### src/rtl/tick_pkg.sv
package tick_pkg;
  localparam int ADDR_W   = 2;
  localparam int FLAG_BIT = 16;

  typedef enum logic [ADDR_W-1:0] {
    SEL_CTRL   = 2'd0,
    SEL_RELOAD = 2'd1,
    SEL_COUNT  = 2'd2,
    SEL_SPARE  = 2'd3
  } reg_sel_e;

  // control word bit positions that software decodes
  localparam int RUN_BIT = 0;
  localparam int REQ_BIT = 1;
  localparam int SRC_BIT = 2;
endpackage

### src/rtl/tick_count_core.sv
module tick_count_core #(
  parameter int CNT_W = 24
) (
  input  logic             clk,
  input  logic             rst_n,
  input  logic             tick,
  input  logic             clr,
  input  logic [CNT_W-1:0] reload,
  output logic [CNT_W-1:0] cnt,
  output logic             zero_evt
);
  localparam logic [CNT_W-1:0] ONE = CNT_W'(1);

  assign zero_evt = tick && !clr && (cnt == ONE);

  always_ff @(posedge clk) begin
    if (!rst_n)          cnt <= '0;
    else if (clr)        cnt <= '0;
    else if (tick) begin
      if (cnt == '0)     cnt <= reload;
      else               cnt <= cnt - ONE;
    end
  end


  hold_when_idle_chk: assert property (@(posedge clk) disable iff (!rst_n)
    (!tick && !clr) |=> $stable(cnt));

  reload_at_zero_chk: assert property (@(posedge clk) disable iff (!rst_n)
    (tick && !clr && cnt == '0) |=> (cnt == $past(reload)));

  step_down_chk: assert property (@(posedge clk) disable iff (!rst_n)
    (tick && !clr && cnt != '0) |=> (cnt == $past(cnt) - ONE));

  zero_reload_chk: assert property (@(posedge clk) disable iff (!rst_n)
    (reload == '0 && cnt == '0) |=> (cnt == '0));
endmodule

### src/rtl/tick_ctrl_reg.sv
module tick_ctrl_reg (
  input  logic clk,
  input  logic rst_n,
  input  logic ctrl_wr,
  input  logic run_d,
  input  logic req_d,
  input  logic src_d,
  input  logic ctrl_rd,
  input  logic cnt_wr,
  input  logic zero_evt,
  input  logic ext_tick,
  output logic run_en,
  output logic req_en,
  output logic src_core,
  output logic flag,
  output logic tick,
  output logic tick_req
);
  assign tick = run_en && (src_core || ext_tick);

  always_ff @(posedge clk) begin
    if (!rst_n) begin
      run_en   <= 1'b0;
      req_en   <= 1'b0;
      src_core <= 1'b0;
    end else if (ctrl_wr) begin
      run_en   <= run_d;
      req_en   <= req_d;
      src_core <= src_d;
    end
  end

  always_ff @(posedge clk) begin
    if (!rst_n)                  flag <= 1'b0;
    else if (zero_evt)           flag <= 1'b1;
    else if (ctrl_rd || cnt_wr)  flag <= 1'b0;
  end

  always_ff @(posedge clk) begin
    if (!rst_n) tick_req <= 1'b0;
    else        tick_req <= zero_evt && req_en;
  end


  flag_set_chk: assert property (@(posedge clk) disable iff (!rst_n)
    zero_evt |=> flag);

  flag_clr_chk: assert property (@(posedge clk) disable iff (!rst_n)
    (ctrl_rd && !zero_evt) |=> !flag);

  req_pulse_chk: assert property (@(posedge clk) disable iff (!rst_n)
    tick_req |=> !tick_req);

  req_cause_chk: assert property (@(posedge clk) disable iff (!rst_n)
    (zero_evt && req_en) |=> (tick_req && flag));

  no_tick_off_chk: assert property (@(posedge clk) disable iff (!rst_n)
    !run_en |-> !tick);
endmodule

### src/rtl/tick_timer.sv
module tick_timer
  import tick_pkg::*;
#(
  parameter int CNT_W  = 24,
  parameter int DATA_W = 32
) (
  input  logic              clk,
  input  logic              rst_n,
  input  logic              ext_tick,
  input  logic              reg_wr,
  input  logic              reg_rd,
  input  logic [ADDR_W-1:0] reg_addr,
  input  logic [DATA_W-1:0] reg_wdata,
  output logic [DATA_W-1:0] reg_rdata,
  output logic              tick_req
);
  localparam int PAD_W = DATA_W - CNT_W;

  reg_sel_e         sel;
  logic             ctrl_wr, ctrl_rd, reload_wr, cnt_wr;
  logic [CNT_W-1:0] reload_q, cnt;
  logic             run_en, req_en, src_core, flag, tick, zero_evt;
  logic             unused_wdata;

  assign sel       = reg_sel_e'(reg_addr);
  assign ctrl_wr   = reg_wr && (sel == SEL_CTRL);
  assign ctrl_rd   = reg_rd && (sel == SEL_CTRL);
  assign reload_wr = reg_wr && (sel == SEL_RELOAD);
  assign cnt_wr    = reg_wr && (sel == SEL_COUNT);
  assign unused_wdata = &{1'b0, reg_wdata};

  always_ff @(posedge clk) begin
    if (!rst_n)         reload_q <= '0;
    else if (reload_wr) reload_q <= reg_wdata[CNT_W-1:0];
  end

  tick_ctrl_reg ctrl_u (
    .clk      (clk),
    .rst_n    (rst_n),
    .ctrl_wr  (ctrl_wr),
    .run_d    (reg_wdata[RUN_BIT]),
    .req_d    (reg_wdata[REQ_BIT]),
    .src_d    (reg_wdata[SRC_BIT]),
    .ctrl_rd  (ctrl_rd),
    .cnt_wr   (cnt_wr),
    .zero_evt (zero_evt),
    .ext_tick (ext_tick),
    .run_en   (run_en),
    .req_en   (req_en),
    .src_core (src_core),
    .flag     (flag),
    .tick     (tick),
    .tick_req (tick_req)
  );

  tick_count_core #(.CNT_W(CNT_W)) core_u (
    .clk      (clk),
    .rst_n    (rst_n),
    .tick     (tick),
    .clr      (cnt_wr),
    .reload   (reload_q),
    .cnt      (cnt),
    .zero_evt (zero_evt)
  );

  always_comb begin
    reg_rdata = '0;
    unique case (sel)
      SEL_CTRL: begin
        reg_rdata[RUN_BIT]  = run_en;
        reg_rdata[REQ_BIT]  = req_en;
        reg_rdata[SRC_BIT]  = src_core;
        reg_rdata[FLAG_BIT] = flag;
      end
      SEL_RELOAD: reg_rdata = {{PAD_W{1'b0}}, reload_q};
      SEL_COUNT:  reg_rdata = {{PAD_W{1'b0}}, cnt};
      default:    reg_rdata = '0;
    endcase
  end


  sw_clear_chk: assert property (@(posedge clk) disable iff (!rst_n)
    cnt_wr |=> (cnt == '0 && !flag && !tick_req));

  spare_zero_chk: assert property (@(posedge clk) disable iff (!rst_n)
    (sel == SEL_SPARE) |-> (reg_rdata == '0));

  ctrl_pad_chk: assert property (@(posedge clk) disable iff (!rst_n)
    (sel == SEL_CTRL) |-> (reg_rdata[FLAG_BIT-1:SRC_BIT+1] == '0));

  req_needs_evt_chk: assert property (@(posedge clk) disable iff (!rst_n)
    tick_req |-> flag);
endmodule

### config.mk
export PLATFORM = sky130hd
export DESIGN_NAME = tick_timer
export DESIGN_NICKNAME = d
export VERILOG_FILES = /design/src/rtl/tick_pkg.sv /design/src/rtl/tick_count_core.sv /design/src/rtl/tick_ctrl_reg.sv /design/src/rtl/tick_timer.sv
export SDC_FILE = /design/constraint.sdc
export NUM_CORES = 1
export LEC_CHECK = 0
export BUFFER_PORTS_ARGS = -buffer_cell sky130_fd_sc_hd__buf_2
export CAP_MARGIN = 15
export CELL_PAD_IN_SITES_DETAIL_PLACEMENT = 0
export CELL_PAD_IN_SITES_GLOBAL_PLACEMENT = 1
export CORE_MARGIN = 2
export CORE_UTILIZATION = 42
export CTS_CLUSTER_SIZE = 20
export DETAILED_ROUTE_END_ITERATION = 8
export HOLD_SLACK_MARGIN = 0.06
export PLACE_DENSITY_LB_ADDON = 0.1
export REMOVE_ABC_BUFFERS = 1
export SYNTH_ARGS = -nofsm -noshare
export SYNTH_HDL_FRONTEND = slang
export SYNTH_SLANG_ARGS = --single-unit
export TNS_END_PERCENT = 30
### constraint.sdc
create_clock -name clk -period 3.64 [get_ports clk]
set_clock_uncertainty 0.05 [all_clocks]
set_input_delay 0.364 -clock clk [delete_from_list [all_inputs] [get_ports clk]]
set_output_delay 0.364 -clock clk [all_outputs]
set_load 0.01 [all_outputs]
==> results.cfg, run 1 <==
[clocking]
cts-resized-gates = 0
clock_path_buffers = 2
cts_setup_buffers = 0
numCtsBuffers = 5
htree_num_levels = 2
path_clk_slew_ns = 0.10
cts-root-buf = clkbuf_8
clock_sink_count = 53
cts_tree = yes
cts_hold_buf = 0
clk_latency_ns = 0.31

[synth]
avgSynthCellArea_um2 = 7.93
synthArstFlopShare_pct = 0
synth_area_leaders = dfxtp_1 34%, nand2_1 8.4%, a21boi_0 6.4%
synth_enable_flop_cells = 0
yosysWarnings = 0
synthCells = 398
synthTopCellsByCount = 71 x nand2_1, 53 x dfxtp_1, 27 x a21boi_0
synth.most_common_cell = nand2_1
yosysTopAreaCell = dfxtp_1
yosysSeqAreaShare_pct = 33.6
synth_cell_types = 52
ys.flop_type = dfxtp_1
syn-cell-area_um2 = 3160
netlist.area_leader.share_pct = 33.6
ys_ff_latch = 53

[hold_path]
hold_class = primary input to register

[routing]
firstDrtPassIters = 5
viasPerCell = 5.66
antenna_left = 0
highest_layer = met4
wl_um = 8700
wl_met3_um = 461
drtIter0Drc = 215
met2_length_um = 4060
vias = 3043
routedWlPerCell_um = 16.2
drt-met1-wl_um = 4090
drc = 0

[timing]
tns_ns = 0
min_period_over_period_pct = 71.5
fin_crit_ns = 2.60
setup_viol = 0
rsz0062_at_grt = no
drv_slew = 0
worst_pin_slew_ns = 1.14
maxSlewHeadroom_pct = 24.2
fmax_mhz = 384
hold_viol_final = 0

[final_layout]
antenna_cells = 0
utilization_pct = 49.1
drive_above_1_share_pct = 18.5
nFillCells = 781
area_growth_pct = 12.9
nNetsFinal = 484

[setup_path]
arrival_ns = 2.77
worstSetupStartpointType = register
crit_chain = inv_1 -> ha_1 -> nand4b_2 -> or2_1 -> o21ai_0 -> a221oi_1
crit_family = simple AND/OR/NAND/NOR gates
critPathKind = register to register
worstPathMaxFanout = 27
worstPathRequired_ns = 3.80
slowest_stage = or2_1
worstSetupEndpointType = register
slowest_delay_ns = 0.88
cp_num_buf_inv = 1

[global_route]
track_usage_pct = 21.7
grt_pass1_wl_um = 14700
antenna_found_initial = 0
grt_overflow_total = 0
grt_max_degree = 32
grt_pass1_vias = 2888

[die]
die-height_um = 90.7
core-area_um2 = 7250
dieArea_um2 = 8230
fp-row-count = 31
die_w_um = 90.7
initial_utilization_pct = 43.5
io_pins = 72

[power_and_ir_drop]
powerDensity_nw_per_um2 = 376
ir_worst_vdd_mv = 0.211
power_leakage_nw = 1.40

[place]
port_buffers = 55
gp_congestion = 0.806
dpl.hpwl_um = 5820

[status]
status = finished clean

[flow_run]
cap_violations = 0
==> final timing paths <==
kind | startpoint | to | slack, ns | cells after the start
max | core_u.cnt[0] | core_u.cnt[11] | 1.04 | 6
min | reg_wdata[3] | reload_q[3] | 0.24 | 3
max reg2reg | core_u.cnt[0] | core_u.cnt[11] | 1.04 | 6
min reg2reg | reload_q[9] | reload_q[9] | 0.44 | 2
==> state kept, by name, indices dropped and copies added (netlist names) <==
| register | flops |
|---|---|
| ctrl_u.src_core | 1 |
| ctrl_u.flag | 1 |
| ctrl_u.run_en | 1 |
| ctrl_u.req_en | 1 |
| reload_q | 24 |
| core_u.cnt | 24 |
| ctrl_u.tick_req | 1 |
==> worst register-to-register path, cell delays in order, from the launching register on <==
cell and delay, ns:
dfxtp_1 0.52, inv_1 0.14, ha_1 0.25, nand4b_2 0.12, or2_1 0.88, o21ai_0 0.23, a221oi_1 0.34
==> where the power goes <==
| group | total [mW] | internal (mW) | switching, mW |
|---|---|---|---|
| logic | 0.306 | 0.117 | 0.189 |
| clock network | 0.423 | 0.225 | 0.199 |
| registers | 0.611 | 0.594 | 0.0163 |
==> layout make-up <==
cell class,instances,area [um^2],area share [%]
Clock buffer,7,86.3,2.42
Sequential cell,53,1060,29.8
Tap cell,99,124,3.48
Inverter,13,48.8,1.37
Timing Repair Buffer,63,335,9.41
Clock inverter,1,30.0,0.843
Multi-Input combinational cell,302,1880,52.7
==> metrics by stage <==
stage	total power, mW	hold WS (ns)	setup WS (ns)	area, um^2	std cells
after floorplan	0.823	0.398	1.48	2990	368
after global placement	0.921	0.419	1.07	3450	530
after detailed placement	0.928	0.429	1.04	3450	530
after CTS	1.35	0.234	1.02	3560	538
after global routing	1.41	0.239	0.878	3560	538
final	1.34	0.236	1.04	3560	538
==> logic make-up after synthesis <==
kind of cell,Yosys count,share of synthesized area (%)
mux,7,2.38
fa+ha+maj,7,2.77
other cells,1,0.119
flops,53,33.6
simple gates,164,26.8
buf+inv,50,7.73
compound gates,116,26.6
==> placed cells by master (no fill, tap or decap), types with 3 or more instances in the layout <==
cell type,n
a222oi_1,4
nor4_4,3
o2bb2ai_1,4
nand4_1,3
a22oi_1,20
mux2i_1,6
o22ai_1,9
dfxtp_1,53
a21oi_1,12
buf_4,8
a31oi_1,4
a221oi_1,6
nor2b_1,22
conb_1,8
nor2_1,19
inv_1,13
a21boi_0,27
nor3_1,15
nand2_1,71
o21ai_0,12
clkbuf_8,6
o31ai_1,3
ha_1,7
buf_2,55
or3_1,5
nand3_1,7
o221a_2,3
==> metal layers <==
layer | up-vias | GRT usage (%)
met3 | 7 | 3.34
met5 | - | 0
met4 | 0 | 4.36
met2 | 97 | 35.6
met1 | 1444 | 30.3
li1 | 1495 | -
Power figures use the tool's default switching activity.
==> inputs of run 2 (changes only) <==
--- a/config.mk
+++ b/config.mk
@@ -10,7 +10,7 @@
 export CELL_PAD_IN_SITES_DETAIL_PLACEMENT = 0
 export CELL_PAD_IN_SITES_GLOBAL_PLACEMENT = 1
 export CORE_MARGIN = 2
-export CORE_UTILIZATION = 42
+export CORE_UTILIZATION = 36
 export CTS_CLUSTER_SIZE = 20
 export DETAILED_ROUTE_END_ITERATION = 8
 export HOLD_SLACK_MARGIN = 0.06
==> constraint.sdc (replaced) <==
create_clock -name clk -period 2.1 [get_ports clk]
set_clock_uncertainty 0.05 [all_clocks]
set_input_delay 0.21 -clock clk [delete_from_list [all_inputs] [get_ports clk]]
set_output_delay 0.21 -clock clk [all_outputs]
set_load 0.01 [all_outputs]
==> run 2 against run 1 <==
  * Setup slack got worse by 0.92 ns
  * Via count is 2.2% higher
  * Hold slack got worse by 0.15 ns
  * Maximum frequency is 31% higher
  * Power rose by 68%
  * Register-to-register slack lost 0.92 ns
  * Non-clock buffer count is 29 higher
  * Critical path type unchanged
==> results.cfg, run 2 (same netlist as run 1, synthesis figures left out) <==
[status]
status = finished clean

[setup_path]
regToRegSetupSlack_ns = 0.11
worstSetupEndpointType = register
slowest_delay_ns = 0.41
cp_num_buf_inv = 3
reg2reg_from = core_u.cnt[0]
reg2reg_depth = 9
slowest_stage = or4_1
worstSetupStartpointType = register
arrival_ns = 2.19
crit_chain = inv_1 -> ha_1 -> nor3b_2 -> buf_4 -> nand4_1 -> buf_4 -> or2_0 -> or4_1 -> nand3_1
cpMostUsedCell = buf_4
r2r_end = core_u.cnt[16]
worstPathRequired_ns = 2.30
critPathKind = register to register
worstPathMaxFanout = 8
crit_family = simple AND/OR/NAND/NOR gates

[global_route]
grt_max_degree = 30
gr-max-usage-layer = met2
antenna_found_initial = 0
use_met3_pct = 2.73
grt_overflow_total = 0
use_met2_pct = 31.8
use_met1_pct = 27.3
grt_pass1_vias = 3083
track_usage_pct = 19.7
grt_pass1_wl_um = 15500

[clocking]
cts-root-buf = clkbuf_8
path_clk_slew_ns = 0.10
cts_hold_buf = 0
cts_tree = yes
htree_num_levels = 2
numCtsBuffers = 5
clock_sink_count = 53
clock_path_buffers = 2
clk_latency_ns = 0.31

[hold_path]
min_to = reload_q[22]
hold_class = primary input to register
min_from = reg_wdata[22]
min_path_cells = 3

[final_layout]
antenna_cells = 0
reg_top3 = core_u.cnt x24, reload_q x24
area_growth_pct = 19.2
final_common_cell = nand2_1
nFillCells = 941
final_cell_mix = 71 x nand2_1, 55 x buf_2, 53 x dfxtp_1, 37 x buf_4, 27 x a21boi_0
drive_above_1_share_pct = 23.5
seq_area_um2 = 1060
utilization_pct = 43.8
multi_input_area_um2 = 1890
design_area_um2 = 3760
nNetsFinal = 513

[timing]
holdWs_ns = 0.0856
fmax_mhz = 503
setup_viol = 0
min_period_over_period_pct = 94.6
rsz0062_at_grt = no
hold_viol_final = 0
fin_crit_ns = 1.99
drv_slew = 0

[routing]
drtIter0Drc = 147
viasPerCell = 5.40
routedWlPerCell_um = 15.7
wl_um = 9020
drc = 0
firstDrtPassIters = 5
antenna_left = 0
vias = 3111

[power_and_ir_drop]
p_switching_mw = 0.713
internal_power_mw = 1.54
pwr-share-clk_pct = 26.0
power_leakage_nw = 1.53
powerDensity_nw_per_um2 = 598
swShare_pct = 31.7
power_mw = 2.25
power_frac_seq_pct = 46.9
ir_worst_vdd_mv = 0.225
pwr-share-comb_pct = 27.0

[die]
io_pins = 72
die-height_um = 97.6
initial_utilization_pct = 36.7
die_w_um = 97.6
dieArea_um2 = 9530
core-area_um2 = 8590
fp-row-count = 34

[place]
placed_area_um2 = 3670
port_buffers = 55
gp_congestion = 0.835
dpl.hpwl_um = 6400

[flow_run]
cap_violations = 0
run 2: changes by cell type in the layout (fill, tap and decap cells not counted), sizes merged:
cell / previous run / this run
buf: 63 / 92
bufinv: 1 / 0
clkbuf: 7 / 8
run 2: worst max-delay path by stage:
| stage | from | end | slack, ns | cells after the start |
|---|---|---|---|---|
| 2_1_floorplan | core_u.cnt[0] | core_u.cnt[2] | -0.06 | 6 |
| 4_1_cts | core_u.cnt[0] | core_u.cnt[16] | 0.04 | 9 |
| 5_1_grt | core_u.cnt[8] | core_u.cnt[7] | 0.01 | 7 |
| 6_report | core_u.cnt[0] | core_u.cnt[16] | 0.11 | 9 |
| 3_5_place_dp | core_u.cnt[0] | core_u.cnt[16] | 0.11 | 9 |
| 3_3_place_gp | core_u.cnt[0] | core_u.cnt[16] | 0.15 | 9 |
run 2: cell type report:
type / instances / area share [%]
well taps: 108 / 3.59
inverters: 13 / 1.30
clock buffers: 8 / 2.13
multi-input cells: 302 / 50.1
flip-flops and latches: 53 / 28.2
repair buffers: 92 / 14.7
run 2: what timing repair did:
action,in CTS,in global routing
endpoints found under the setup margin,0,6
resized for setup,0,2
buffers inserted,0,1
run 2: through the flow:
stage | worst slack, ns | instances | TNS (ns)
floorplan | -0.0550 | 368 | -0.0550
global placement | 0.147 | 567 | 0
detailed placement | 0.111 | 567 | 0
CTS | 0.0380 | 575 | 0
global route | 0.0118 | 576 | 0
finish | 0.113 | 576 | 0
run 2: metal layers:
| layer | share of wire, % | routed length, um |
|---|---|---|
| met1 | 48 | 4310 |
| met2 | 47 | 4280 |
| met3 | 4.1 | 369 |
| met4 | 0.78 | 70 |
| met5 | 0 | 0 |
run 2: power by group through the flow:
stage	combinational, mW	sequential (mW)	clock [mW]
global route	0.678	1.06	0.643
detailed placement	0.601	1.08	0
finish	0.608	1.06	0.586
floorplan	0.353	1.07	0
CTS	0.603	1.06	0.605
global placement	0.595	1.08	0
run 2: worst min-delay path, delay by kind of cell:
kind	cells	cell delay, ns
AOI/OAI and AO/OA	1	0.06
buffers and inverters	1	0.09
and+or+nand+nor	1	0.04
==> inputs of run 3 (changes only) <==
--- a/config.mk
+++ b/config.mk
@@ -5,17 +5,19 @@
 export SDC_FILE = /design/constraint.sdc
 export NUM_CORES = 1
 export LEC_CHECK = 0
+export ABC_AREA = 1
 export BUFFER_PORTS_ARGS = -buffer_cell sky130_fd_sc_hd__buf_2
 export CAP_MARGIN = 15
 export CELL_PAD_IN_SITES_DETAIL_PLACEMENT = 0
 export CELL_PAD_IN_SITES_GLOBAL_PLACEMENT = 1
 export CORE_MARGIN = 2
-export CORE_UTILIZATION = 36
+export CORE_UTILIZATION = 35
 export CTS_CLUSTER_SIZE = 20
 export DETAILED_ROUTE_END_ITERATION = 8
 export HOLD_SLACK_MARGIN = 0.06
 export PLACE_DENSITY_LB_ADDON = 0.1
 export REMOVE_ABC_BUFFERS = 1
+export SETUP_SLACK_MARGIN = 0.5
 export SYNTH_ARGS = -nofsm -noshare
 export SYNTH_HDL_FRONTEND = slang
 export SYNTH_SLANG_ARGS = --single-unit
==> run 3 against run 2 <==
  * Maximum frequency grew 29%
  * Hold slack got worse by 0.0088 ns
  * Sequential share of layout area decreased by 2.3 points
  * Critical path type unchanged
  * Highest routed layer unchanged
  * Non-clock buffer count fell by 17
  * Clock power is 3.6% lower
==> results.cfg, run 3 <==
[final_layout]
area_growth_pct = 19.8
drive_above_1_share_pct = 27.7
reg_top3 = core_u.cnt x24, reload_q x24
nNetsFinal = 642
final_common_cell = nand2_1
antenna_cells = 0
final_cell_mix = 128 x nand2_1, 77 x nor2_1, 55 x buf_2, 46 x a21oi_1, 43 x inv_1

[synth]
synthArstFlopShare_pct = 0
avgSynthCellArea_um2 = 6.48
synth.most_common_cell = nand2_1
synth_cell_types = 32
syn-cell-area_um2 = 3510
ys.flop_type = dfxtp_1
synthCells = 542
netlist.area_leader.share_pct = 30.2
yosysSeqAreaShare_pct = 30.2
yosysTopAreaCell = dfxtp_1
yosysWarnings = 0
ys_ff_latch = 53
synth_area_leaders = dfxtp_1 30%, nand2_1 14%, nor2_1 9.3%
synthTopCellsByCount = 131 x nand2_1, 87 x nor2_1, 53 x dfxtp_1
synth_enable_flop_cells = 0

[setup_path]
crit_chain = inv_4 -> ha_4 -> nand2_2 -> nor2_4 -> nand3_4 -> buf_4 -> nor2_1 -> nor2_1 -> o21ai_1 -> a21oi_1
worstPathMaxFanout = 8
worstSetupEndpointType = register
cpMostUsedCell = nor2_1
slowest_delay_ns = 0.36
worstPathRequired_ns = 2.27
arrival_ns = 1.71
worstSetupStartpointType = register
critPathKind = register to register
slowest_stage = dfxtp_2

[routing]
drc = 0
wl_um = 9890
antenna_left = 0
viasPerCell = 4.80
routedWlPerCell_um = 13.6
firstDrtPassIters = 5
drtIter0Drc = 130
vias = 3491

[power_and_ir_drop]
swShare_pct = 40.1
pwr-share-comb_pct = 44.8
power_frac_seq_pct = 36.6
power_leakage_nw = 1.89
powerDensity_nw_per_um2 = 720
p_switching_mw = 1.21
pwr-share-clk_pct = 18.7
internal_power_mw = 1.81
ir_worst_vdd_mv = 0.297

[die]
die_w_um = 104
core-area_um2 = 9770
initial_utilization_pct = 35.9
io_pins = 72
fp-row-count = 36
dieArea_um2 = 10800
die-height_um = 104

[timing]
fmax_mhz = 648
worst_pin_slew_ns = 0.861
fin_crit_ns = 1.54
setup_viol = 0
rsz0062_at_grt = yes
holdWs_ns = 0.0768
tns_ns = 0
drv_slew = 0
hold_viol_final = 0
maxSlewHeadroom_pct = 42.5
min_period_over_period_pct = 73.5

[global_route]
grt_max_degree = 28
track_usage_pct = 18.5
antenna_found_initial = 0
grt_overflow_total = 0
grt_pass1_vias = 3235
grt_pass1_wl_um = 16400

[place]
dpl.hpwl_um = 6850
port_buffers = 55
gp_congestion = 0.817

[status]
status = finished clean

[clocking]
clock_path_buffers = 2
cts-root-buf = clkbuf_8
clock_sink_count = 53
htree_num_levels = 2
path_clk_slew_ns = 0.10
numCtsBuffers = 5
cts_hold_buf = 0
clk_latency_ns = 0.32
cts_tree = yes

[hold_path]
hold_class = primary input to register

[flow_run]
cap_violations = 0
## run 3: changes by cell type after synthesis, sizes merged, moves of 9 or more
cell    previous run  this run
a21boi            28         0
o211ai             0        12
o22ai              9         0
a21oi             12        49
nor3              15         1
inv               13        46
nor2              19       103
o21ai             12        34
nand3              7        46
nand2             71       135
nor2b             22         0
a22oi             20         0
## run 3: what timing repair did
item                                    4_1_cts  5_1_grt
resized for setup                             7       55
pin swaps                                     1        7
endpoints found under the setup margin       23       46
gates cloned                                  0        1
buffers inserted                              1        6
## run 3: final timing paths
kind	end	cells past startpoint	startpoint	slack [ns]
hold reg to reg	reload_q[19]	2	reload_q[19]	0.43
setup reg to reg	core_u.cnt[15]	10	core_u.cnt[0]	0.56
hold / removal	reload_q[15]	3	reg_wdata[15]	0.08
setup / recovery	core_u.cnt[15]	10	core_u.cnt[0]	0.56
## run 3: power groups by stage
stage / clock network, mW / registers (mW) / logic (mW)
4_1_cts: 0.593 / 1.10 / 1.19
5_1_grt: 0.630 / 1.11 / 1.51
6_report: 0.565 / 1.11 / 1.35
2_1_floorplan: 0 / 1.11 / 0.813
3_5_place_dp: 0 / 1.12 / 1.13
3_3_place_gp: 0 / 1.12 / 1.12
## run 3: cell type report
| type | instances | area [um^2] |
|---|---|---|
| timing repair buffer | 75 | 479 |
| clock inverter | 1 | 5.00 |
| inverter | 46 | 178 |
| tap | 133 | 166 |
| multi-input combinational | 415 | 2220 |
| fill | 1106 | 5570 |
| sequential | 53 | 1090 |
| clock buffer | 5 | 68.8 |
## run 3: cells by family (layout without fill, tap and decap cells)
kind of cell | count (synthesis) | after routing | share of synthesized area (%)
simple gates | 302 | 302 | 39.7
compound gates | 98 | 98 | 16.8
buf+inv | 81 | 127 | 10.7
fa+ha+maj | 7 | 7 | 2.50
flops | 53 | 53 | 30.2
other cells | 1 | 8 | 0.107
## run 3: stage by stage
step / power [mW] / util, % / worst slack (ns) / instance area [um^2] / std cells
floorplan: 1.92 / - / 0.113 / 3330 / 514
global placement: 2.24 / 39.5 / 0.264 / 3860 / 714
detailed placement: 2.25 / 39.5 / 0.204 / 3860 / 714
CTS: 2.88 / 40.6 / 0.427 / 3970 / 721
global route: 3.26 / 43.0 / 0.445 / 4200 / 728
finish: 3.02 / 43.0 / 0.556 / 4200 / 728
## run 3: metal layers
layer	GRT usage (%)	wire length, um	share of wire, %
met4	5.41	146	1.5
met3	2.88	377	3.8
met5	0	0	0
met2	30.6	4500	46
met1	24.9	4870	49
## run 3: critical path, delay by kind of cell (launching register included)
family | cells | cell delay (ns)
AND/OR/NAND/NOR | 5 | 0.44
flip-flops | 1 | 0.36
buffers and inverters | 2 | 0.29
AO/OA/AOI/OAI | 2 | 0.14
adder cells (fa/ha/maj) | 1 | 0.15
